==> src/rtl/sbus_datapath.sv <==
module sbus_datapath #(
  parameter int DW    = 16,
  parameter int NREG  = 8,
  parameter int DISPW = 8
) (
  input  logic            clk,
  input  logic            rst_n,
  input  logic [NREG-1:0] reg_out,
  input  logic [NREG-1:0] reg_in,
  input  logic            pc_out,
  input  logic            pc_in,
  input  logic            ir_out,
  input  logic            ir_in,
  input  logic            mar_in,
  input  logic            mbr_out,
  input  logic            mbr_in,
  input  logic            y_out,
  input  logic            y_in,
  input  logic            z_out,
  input  logic            z_in,
  input  logic            clear_y,
  input  logic            carry_in,
  input  logic            alu_add,
  input  logic            alu_xor,
  input  logic            mem_read,
  output logic [DW-1:0]   mem_addr,
  output logic            mem_rd,
  input  logic [DW-1:0]   mem_rdata,
  output logic [DW-1:0]   ir_q,
  output logic            n_flag,
  output logic [DW-1:0]   bus
);
  localparam int NDRV = NREG + 5;

  logic [DW-1:0] rf [NREG];
  logic [DW-1:0] pc_q, mar_q, mbr_q, y_q, z_q;
  logic [DW-1:0] disp, opa, res;
  logic          rd_q, n_q;
  logic [NDRV-1:0] drv;

  assign drv  = {reg_out, pc_out, ir_out, mbr_out, y_out, z_out};
  assign disp = {{(DW-DISPW){ir_q[DISPW-1]}}, ir_q[DISPW-1:0]};

  always_comb begin
    bus = '0;
    for (int i = 0; i < NREG; i++)
      if (reg_out[i]) bus = bus | rf[i];
    if (pc_out)  bus = bus | pc_q;
    if (ir_out)  bus = bus | disp;
    if (mbr_out) bus = bus | mbr_q;
    if (y_out)   bus = bus | y_q;
    if (z_out)   bus = bus | z_q;
  end

  assign opa = clear_y ? '0 : y_q;

  always_comb begin
    if (alu_add)      res = opa + bus + {{(DW-1){1'b0}}, carry_in};
    else if (alu_xor) res = opa ^ bus;
    else              res = bus;
  end

  for (genvar g = 0; g < NREG; g++) begin : g_rf
    always_ff @(posedge clk or negedge rst_n)
      if (!rst_n)        rf[g] <= '0;
      else if (reg_in[g]) rf[g] <= bus;
  end

  always_ff @(posedge clk or negedge rst_n) begin
    if (!rst_n) begin
      pc_q <= '0; ir_q <= '0; mar_q <= '0; mbr_q <= '0;
      y_q  <= '0; z_q  <= '0; rd_q  <= 1'b0; n_q  <= 1'b0;
    end else begin
      if (pc_in)  pc_q  <= bus;
      if (ir_in)  ir_q  <= bus;
      if (mar_in) mar_q <= bus;
      if (y_in)   y_q   <= bus;
      if (rd_q)        mbr_q <= mem_rdata;
      else if (mbr_in) mbr_q <= bus;
      if (z_in) begin
        z_q <= res;
        n_q <= res[DW-1];
      end
      rd_q <= mem_read;
    end
  end

  assign mem_addr = mar_q;
  assign mem_rd   = rd_q;
  assign n_flag   = n_q;


  single_driver_chk: assert property (@(posedge clk) disable iff (!rst_n)
    $onehot0(drv));


  z_hold_chk: assert property (@(posedge clk) disable iff (!rst_n)
    !z_in |=> $stable(z_q));


  n_sign_chk: assert property (@(posedge clk) disable iff (!rst_n)
    z_in |=> n_flag == z_q[DW-1]);


  addr_load_chk: assert property (@(posedge clk) disable iff (!rst_n)
    mar_in |=> mem_addr == $past(bus));


  strobe_chk: assert property (@(posedge clk) disable iff (!rst_n)
    mem_read |=> mem_rd);


  capture_chk: assert property (@(posedge clk) disable iff (!rst_n)
    mem_rd |=> mbr_q == $past(mem_rdata));
endmodule

==> config.mk <==
export PLATFORM = sky130hd
export DESIGN_NAME = sbus_datapath
export DESIGN_NICKNAME = d
export VERILOG_FILES = /design/src/rtl/sbus_datapath.sv
export SDC_FILE = /design/constraint.sdc
export NUM_CORES = 1
export LEC_CHECK = 0
export BUFFER_PORTS_ARGS = -buffer_cell sky130_fd_sc_hd__buf_2
export CAP_MARGIN = 20
export CORE_MARGIN = 1.5
export CORE_UTILIZATION = 55
export CTS_CLUSTER_SIZE = 10
export DETAILED_ROUTE_END_ITERATION = 8
export GPL_TIMING_DRIVEN = 0
export PLACE_DENSITY = 0.85
export SYNTH_ARGS = -nofsm -noshare
export SYNTH_HDL_FRONTEND = slang
export SYNTH_SLANG_ARGS = --single-unit
==> constraint.sdc <==
create_clock -name clk -period 6 [get_ports clk]
set_input_delay 0.6 -clock clk [delete_from_list [all_inputs] [get_ports clk]]
set_output_delay 0.6 -clock clk [all_outputs]
set_load 0.03 [all_outputs]
# Word level (Yosys, flattened, before mapping)
# Cells that the tools add are included.
dict set report op_classes {
  add_sub_neg 2
  n_mul 0
  n_div 0
  magnitude_cmp 0
  n_eq_ne 0
  shift 0
  muxes 18
  n_bitwise 13
  n_reduce_logical 1
}
# operator n
set op_table {}
lappend op_table {{$mux W16} 18}
lappend op_table {{$or A16 B16 Y16} 12}
lappend op_table {{$add A16 B1 Y16} 1}
lappend op_table {{$add A16 B16 Y16} 1}
lappend op_table {{$xor A16 B16 Y16} 1}
lappend op_table {{$reduce_bool A2 Y1} 1}
dict set report totals {
  reg_bits 226
  latch_bits 0
  ramBits 0
  rom_bits 0
  input_bits 50
  out_inout_bits 50
  wordCells 50
  n_memories 0
}

# Logic depth before layout (Yosys ltp)
# Gate-level depths: netlist of run 1.
dict set report depth {
  ltp_word 28
  mapped_depth 16
  depth_no_buf 13
}

# Worst setup path before layout of run 1
# No wires, ideal clock.
dict set report synth_path {
  kind {input to register}
  start {input z_out}
  end {register z_q[13]}
  setup_time_ns 0.095
  arrival_time_ns 3.928
  t_required_ns 5.905
  slack_ns 1.977
  stages 14
  n_path_buf 3
  cell_sequence {clkbuf_1 clkbuf_1 a222oi_1 nand3_1 nor2_1 clkbuf_1 inv_1 fa_1 a21oi_1 nor3_1 o311ai_0 a21oi_1 o31a_1 o31ai_1}
}
dict set report synth_via {
  elab_chain_len 4
  elab_cells_between_ends 6
  cone_classes {2 x add/sub; 3 x mux; 1 x bitwise}
}
# element line_no
set synth_rtl {}
lappend synth_rtl {{from (decl)} 19} ;# input logic z_out,
lappend synth_rtl {{$mux W16} 52} ;# if (z_out) bus = bus | z_q;
lappend synth_rtl {{net bus[0]} 31} ;# output logic [DW-1:0] bus
lappend synth_rtl {{$add A16 B16 Y16} 58} ;# if (alu_add) res = opa + bus + {{(DW-1){1'b0}}, carry_in};
lappend synth_rtl {{$add A16 B1 Y16} 58}
lappend synth_rtl {{$mux W16} 58}
lappend synth_rtl {{to (signal assigned)} 81} ;# z_q <= res;
lappend synth_rtl {{to (decl)} 36} ;# logic [DW-1:0] pc_q, mar_q, mbr_q, y_q, z_q;
# The timed path passes the listed nets, and every way through them passes these cells.
# A chain may end at the register's enable or synchronous reset.

# Worst setup path in the final report of run 1
dict set report layout_path {
  start {input reg_out[0]}
  end {register z_q[13]}
}
dict set report layout_via {
  elab_chain_len 28
  elab_cells_between_ends 30
  cone_classes {2 x add/sub; 15 x mux; 13 x bitwise}
}
# element line_no
set layout_rtl {}
lappend layout_rtl {{from (decl)} 8} ;# input logic [NREG-1:0] reg_out,
lappend layout_rtl {{$mux W16 *} 47} ;# if (reg_out[i]) bus = bus | rf[i];
lappend layout_rtl {{$or A16 B16 Y16} 47}
lappend layout_rtl {{$mux W16 *} 47}
lappend layout_rtl {{$or A16 B16 Y16} 47}
lappend layout_rtl {{$mux W16 *} 47}
lappend layout_rtl {{$or A16 B16 Y16} 47}
lappend layout_rtl {{$mux W16 *} 47}
lappend layout_rtl {{$or A16 B16 Y16} 47}
lappend layout_rtl {{[... 12 more ...]} --}
lappend layout_rtl {{$mux W16 *} 50} ;# if (mbr_out) bus = bus | mbr_q;
lappend layout_rtl {{$or A16 B16 Y16} 51} ;# if (y_out) bus = bus | y_q;
lappend layout_rtl {{$mux W16 *} 51}
lappend layout_rtl {{$or A16 B16 Y16} 52}
lappend layout_rtl {{$mux W16 *} 52}
lappend layout_rtl {{$add A16 B16 Y16 / $xor A16 B16 Y16 (equally long branches)} {58, 59}}
lappend layout_rtl {{$add A16 B1 Y16 / $mux W16 (equally long branches)} {58, 59}}
lappend layout_rtl {{$mux W16 *} 58}
# Mark *: on every way between the ends. The rest lies on a longest branch, timed or not.

==> metrics.md, run 1 <==
| Metric | Value |
|---|---|
| Status | `completed` |
| Slowest cell on crit path | `o311ai_0` |
| Skew final | `0.006058 ns` |
| Reg clk slew, reported paths | `about 0.060 ns` |
| Die W | `140.0 um` |
| DR WL/cell | `23.20 um` |
| Setup bufs post-CTS | `0` |
| #FFs+latches synth | `225` |
| Post-synth cell types | `49` |
| DR vias/cell | `6.597` |
| DRT Wirelength | `34.10 mm` |
| Met3 usage | `a little over 7%` |
| Global placement routability congestion | `1.003` |
| WP buf/inv | `4` |
| Finished Core Util | `65.00%` |
| Post-synth ARST share | `100.0%` |
| Die area | `roughly 0.020 mm^2` |
| Gr busiest metal | `met2` |
| Period utilization | `84.86%` |
| CP delay by family, top | `compound AO/OA/AOI/OAI gates` |
| Max-cap violations | `0` |
| Hold Path End | `mem_rd` |
| Highest clock rate | `196.4 MHz` |
| Antenna-violating nets left | `0` |
| Leak Pwr | `4.108 nW` |
| TritonCTS clock tree | `built` |
| I/O Pins | `100` |
| Slowest Stage Delay on Critical Path | `a little under 0.8 ns` |
| Antenna violations before repair | `1` |
| Grt ovf | `0` |
| Post-synth top flop | `dfrtp_1` |
| Post-Syn Nets | `1,189` |
| Share of cells above drive strength 1 | `about a tenth` |
| TritonCTS Buffers | `26` |
| Crit Path Category | `in -> reg` |
| Yosys synthesis warning count | `0` |
| H-tree levels | `1` |
| Power, Total | `0.003238 W` |
| Top cells by area, synth | `dfrtp_1, a21oi_1, nor2_1` |
| Initial core utilization | `56.85%` |
| Die Ht | `around 140 um` |
| Relative slew slack | `19.43%` |
| Vias in the first global route | `slightly above 9,000` |
| Most frequent cells in the layout | `nor2_1, dfrtp_1, a21oi_1` |
| Finished Layout Cells | `1,470` |
| Hold Path Depth | `1` |
| Tmin final | `5.092 ns` |
| CP Cell Sequence | `clkbuf_1 -> clkbuf_1 -> a222oi_1 -> nand3_1 -> nor2_1 -> clkbuf_1 -> inv_1 -> ha_1 -> a21oi_1 -> nor3_1 -> o311ai_0 -> a21oi_1 -> o31a_1 -> o31ai_1` |
| Largest net degree at the start of global routing | `about 110` |
| Dpl cells | `between 1,000 and 1,500` |
| Clock buffer depth | `3` |
| Sequential share of the synthesized area | `a little over half` |
| Mapped cell area | `approximately 0.010 mm^2` |
| Worst R2R Setup Slack | `1.13 ns` |
| Detailed Routing Iterations Pass 1 | `8` |
| Worst Tran Pin Value | `1.206 ns` |
| Post-layout net count | `1,306` |
| Via count | `9,698` |
| Final hold vios | `0` |
| Hold_sp | `mem_read` |
| Num rows | `49` |
| Arrival time worst endpoint | `5.51 ns` |
| First-pass GRT wire length | `between 50 and 60 mm` |
| Later-pin clock latency in the skew report | `0.52 ns` |
| Peak supply drop | `0.0002130 V` |
| Top-area cell type share of the netlist area | `about 55%` |
| Global Route Usage Sum | `35.09%` |
| Mapped Cells | `1,122` |
| PwrDens | `274.5 mW/mm^2` |
| Largest area contributor in the synthesized netlist | `dfrtp_1` |
| Final instance area | `0.01180 mm^2` |
| FF-to-FF End | `z_q[12]` |
| M2 GR Usage | `between 50% and 60%` |
| Setup TNS | `0 ns` |
| Worst reg2reg path depth | `12` |
| Worst Path Max Fanout | `10` |
| Max-slew violations | `0` |
| DP Area | `0.01110 mm^2` |
| Syn Area/Cell | `~9.2 um^2` |
| DP Wirelength | `24.34 mm` |
| Residual DRC | `0` |
| Worst Setup End Kind | `flip-flop` |
| Commonest non-fill, non-tap cell in the layout | `nor2_1` |
| R2R Path Start | `rf[55]` |
| Area Growth Syn to Fin | `14.35%` |
| HP Class | `in -> reg` |
| Setup-failing EPs final | `0` |
| Startpoint Class | `primary input` |
| Clock Tree Root | `clkbuf_16` |
| Most frequent CP cell | `clkbuf_1` |
| Detailed Route Iter0 Violations | `1,432` |
| N_diodes | `0` |
| Sink Count | `between 200 and 250` |
| CP required | `6.42 ns` |
| Number of synthesized flops with an enable pin | `0` |
| Area of the core | `0.01815 mm^2` |
| RSZ-0062 raised after global routing | `false` |
| Grt met1 use | `49.28%` |
| Port Buffers | `86` |
-- worst max path at each step --
| stage | from | to | depth (start not counted) |
|---|---|---|---|
| floorplan | z_out | z_q[13] | 14 |
| detailed placement | reg_out[5] | z_q[12] | 14 |
| CTS | reg_out[0] | z_q[12] | 14 |
| finish | reg_out[0] | z_q[13] | 14 |
| global route | z_out | z_q[13] | 14 |
| global placement | rst_n | ir_q[1] | 1 |
-- layout make-up --
cell class	instances	area [um^2]
multi-input cells	772	4213
clock buffers	29	683.2
flip-flops and latches	225	5630
inverters	32	120.1
fillers	1457	6351
plain buffers	93	352.8
repair buffers	89	505.5
clock inverters	1	5.005
well taps	229	286.5
-- timing repair --
action,in CTS,in global routing
setup endpoints to repair,0,0
hold buffers,1,0
resized for setup,0,0
endpoints found under the hold margin,18,0
-- metrics by stage --
stage | setup slack [ns] | hold WS [ns]
2_1_floorplan | 1.977 | 0.3044
3_3_place_gp | 0.5305 | 0.5054
3_5_place_dp | 0.6361 | 0.4333
4_1_cts | 1.136 | 0.1822
5_1_grt | 0.7668 | 0.1834
6_report | 0.9084 | 0.1864
-- power by group --
part,internal (W),switching [W],total [W]
Clock,0.000789,0.000576,0.00136
Combinational,0.0000872,0.000217,0.000305
Sequential,0.00154,0.0000261,0.00157
Total,0.00242,0.000819,0.00324
-- synthesized netlist by cell type, types with 2 or more instances --
cell type	n
nor4_1	3
a21o_1	5
mux2i_1	3
o21bai_1	2
o211ai_1	2
dfrtp_1	225
ha_1	15
a31oi_1	7
inv_1	32
a21oi_1	218
xor2_1	3
nand2_1	52
fa_1	2
o31ai_1	3
clkbuf_1	89
a22oi_1	72
o21ai_0	45
nor3_1	6
a2111oi_2	7
o22ai_1	2
nand2b_1	4
a211oi_1	6
buf_2	3
o21a_1	4
nand3_1	28
nand4_1	3
a222oi_1	16
xnor2_1	4
nor2b_1	16
nor2_1	226
-- sequential cells by signal (all words and copies together), names as in the netlist --
register	count
mbr_q	16
mem_addr	16
rf	128
ir_q	16
y_q	16
z_q	16
mem_rd	1
pc_q	16
-- metal layers --
| metal | routed length [um] | share of wire (%) |
|---|---|---|
| met1 | 13140 | 39 |
| met2 | 15120 | 44 |
| met3 | 4454 | 13 |
| met4 | 1370 | 4.0 |
| met5 | 13 | 0.038 |
-- kinds of logic after synthesis --
| family | share of synthesized area, % |
|---|---|
| xor+xnor | 0.5943 |
| simple gates | 13.60 |
| flops | 54.58 |
| compound gates | 24.15 |
| fa+ha+maj | 2.207 |
| buf+inv | 4.585 |
| mux | 0.2911 |
No activity file was read; power rests on OpenSTA's default activity.
==> run 2: changes to the inputs <==
--- a/config.mk
+++ b/config.mk
@@ -8,11 +8,11 @@
 export BUFFER_PORTS_ARGS = -buffer_cell sky130_fd_sc_hd__buf_2
 export CAP_MARGIN = 20
 export CORE_MARGIN = 1.5
-export CORE_UTILIZATION = 55
+export CORE_UTILIZATION = 54
 export CTS_CLUSTER_SIZE = 10
 export DETAILED_ROUTE_END_ITERATION = 8
 export GPL_TIMING_DRIVEN = 0
-export PLACE_DENSITY = 0.85
+export PLACE_DENSITY = 0.87
 export SYNTH_ARGS = -nofsm -noshare
 export SYNTH_HDL_FRONTEND = slang
 export SYNTH_SLANG_ARGS = --single-unit
==> constraint.sdc (replaced) <==
create_clock -name clk -period 4.47 [get_ports clk]
set_input_delay 0.447 -clock clk [delete_from_list [all_inputs] [get_ports clk]]
set_output_delay 0.447 -clock clk [all_outputs]
set_load 0.03 [all_outputs]
==> run 2 against run 1 <==
Compared with the run above:
- the flow now finishes with violations (negative hold slack)
- non-clock buffer count is 2 lower
- critical path depth did not move
- total power grew 34%
- register-to-register slack got worse by 0.85 ns
- first-iteration DRC count increased by 1.8%
- hold slack lost 0.23 ns
- routed wire length rose by 0.26%
- global-route usage fell by 0.18 points
- largest power group unchanged
==> metrics.md, run 2 (synthesized netlist as in run 1, its figures left out) <==
| Metric | Value |
|---|---|
| Crit Path Category | `in -> reg` |
| DRT Wirelength | `34.19 mm (+0.26%)` |
| Sw Share | `25.42% (+0.12 points)` |
| Area of the core | `0.01871 mm^2 (+3.1%)` |
| CP required | `4.89 ns (-1.53 ns)` |
| Startpoint Class | `primary input` |
| Largest reg by FF count | `rf` |
| FF-to-FF End | `z_q[12]` |
| Period utilization | `98.30%` |
| Sink Count | `225 (unchanged)` |
| Power, Total | `0.004343 W (+34%)` |
| Later-pin clock latency in the skew report | `0.52 ns (about the same)` |
| Grt met1 use | `47.84% (-1.4 points)` |
| Grt ovf | `0 (unchanged)` |
| H-tree levels | `1 (unchanged)` |
| Worst R2R Setup Slack | `0.28 ns (-0.85 ns)` |
| Worst Path Max Fanout | `10 (unchanged)` |
| Clock Tree Root | `clkbuf_16` |
| Met3 usage | `8.798% (+1.7 points)` |
| R2R Path Start | `ir_q[7]` |
| Detailed Routing Iterations Pass 1 | `7 (-1)` |
| Leak Pwr | `4.107 nW (about the same)` |
| Skew final | `0.009803 ns (+0.003745 ns)` |
| Detailed Route Iter0 Violations | `1,458 (+1.8%)` |
| DR vias/cell | `6.520 (-1.2%)` |
| First-pass GRT wire length | `53.08 mm (+0.38%)` |
| Part of the power in combinational logic | `9.4% (about the same)` |
| Die W | `141.2 um (+0.90%)` |
| Port Buffers | `86 (unchanged)` |
| Relative slew slack | `41.43% (+22 points)` |
| Setup-failing EPs final | `0 (unchanged)` |
| Global placement routability congestion | `0.9823 (-2.0%)` |
| Worst reg2reg path depth | `12 (unchanged)` |
| RSZ-0062 raised after global routing | `true` |
| Clock buffer depth | `3 (unchanged)` |
| Clock power share | `42.1% (about the same)` |
| Final hold slack | `-0.03892 ns (-0.2253 ns)` |
| Commonest non-fill, non-tap cell in the layout | `dfrtp_1` |
| TritonCTS Buffers | `26 (unchanged)` |
| DR WL/cell | `23.24 um (+0.19%)` |
| Status | `finished with violations` |
| DP Wirelength | `24.33 mm (about the same)` |
| Highest clock rate | `roughly 230 MHz` |
| Final hold vios | `9 (+9)` |
| Switching power | `0.001104 W (+35%)` |
| Gr busiest metal | `met2` |
| Largest net degree at the start of global routing | `114 (+1.8%)` |
| Residual DRC | `0 (unchanged)` |
| Die area | `0.01994 mm^2 (+1.8%)` |
| Most frequent cells in the layout | `dfrtp_1, nor2_1, a21oi_1` |
| TritonCTS clock tree | `built` |
| Post-layout net count | `1,304 (-0.15%)` |
| HP Class | `in -> async` |
| Sequential power share | `48.5% (about the same)` |
| Vias in the first global route | `9,446 (+1.9%)` |
| Share of cells above drive strength 1 | `10.99% (+0.60 points)` |
| M2 GR Usage | `54.02% (+0.45 points)` |
| Peak supply drop | `0.0003098 V (+45%)` |
| Internal | `0.003239 W (+34%)` |
| Reg clk slew, reported paths | `0.06 ns (about the same)` |
| Max FFs per register | `128 (unchanged)` |
| Area Growth Syn to Fin | `14.36% (about the same)` |
| Global Route Usage Sum | `34.91% (-0.18 points)` |
| CP Launch Point | `reg_out[4]` |
| # hold bufs at CTS | `0 (-1)` |
| Antenna-violating nets left | `0 (unchanged)` |
| PwrDens | `368.1 mW/mm^2 (+34%)` |
| Via count | `9,591 (-1.1%)` |
| Worst Setup End Kind | `flip-flop` |
| Num rows | `50 (+2.0%)` |
| Worst Tran Pin Value | `0.8786 ns (-0.3276 ns)` |
| Antenna violations before repair | `2 (+1)` |
| Arrival time worst endpoint | `4.81 ns (-0.70 ns)` |
| Initial core utilization | `55.15% (-1.7 points)` |
| Max-cap violations | `0 (unchanged)` |
| Setup bufs post-CTS | `0 (unchanged)` |
| Finished Core Util | `63.07% (-1.9 points)` |
| Die Ht | `141.2 um (+0.90%)` |
| Max-slew violations | `0 (unchanged)` |
| Failing checks | `negative hold slack` |
| N_diodes | `0 (unchanged)` |
| Tmin final | `4.394 ns` |
| I/O Pins | `100 (unchanged)` |
-- run 2: critical path, stage by stage --
cell and delay [ns]:
clkbuf_1 0.21, clkbuf_1 0.37, a222oi_1 0.54, nand3_1 0.12
nor2_1 0.52, clkbuf_2 0.41, inv_1 0.11, ha_1 0.39
a21oi_1 0.24, nor3_1 0.12, o311ai_1 0.59, a21oi_1 0.19
o31a_1 0.31, o31ai_1 0.26
-- run 2: stage by stage --
step           cell area (um^2)  worst slack [ns]  cells  TNS [ns]
2_1_floorplan             10320            0.5997   1122         0
4_1_cts                   11770            0.1212   1471         0
5_1_grt                   11800          -0.03249   1471  -0.03249
6_report                  11800           0.07579   1471         0
3_5_place_dp              11080           -0.6591   1443    -3.823
3_3_place_gp              11040           -0.8144   1442   -184.20
-- run 2: worst max path at each step --
stage	slack, ns	cells past startpoint	to
2_1_floorplan	0.60	14	z_q[13]
3_3_place_gp	-0.81	1	ir_q[2]
3_5_place_dp	-0.66	14	z_q[13]
4_1_cts	0.12	14	z_q[13]
5_1_grt	-0.03	16	z_q[12]
6_report	0.08	14	z_q[13]
-- run 2: cell type report --
type,count,area [um^2]
flip-flops and latches,225,5630
multi-input cells,772,4243
repair buffers,87,467.9
clock inverters,1,7.507
plain buffers,93,360.3
fillers,1519,6908
clock buffers,27,675.6
well taps,234,292.8
inverters,32,120.1
-- run 2: repair_timing --
action                     CTS  global route
gates resized for setup      3            13
setup endpoints to repair    3             7
pin swaps                    0             1
-- run 2: power by group through the flow --
stage               Combinational, W  Sequential [W]  Clock (W)
CTS                         0.000397         0.00210    0.00183
floorplan                   0.000221         0.00212          0
global route                0.000441         0.00211    0.00191
global placement            0.000387         0.00214          0
detailed placement          0.000393         0.00214          0
finish                      0.000409         0.00211    0.00183
-- run 2: layer usage --
metal	share of wire, %	wire length, um
met1	39	13410
met2	45	15400
met3	12	4210
met4	3.4	1155
met5	0.038	13
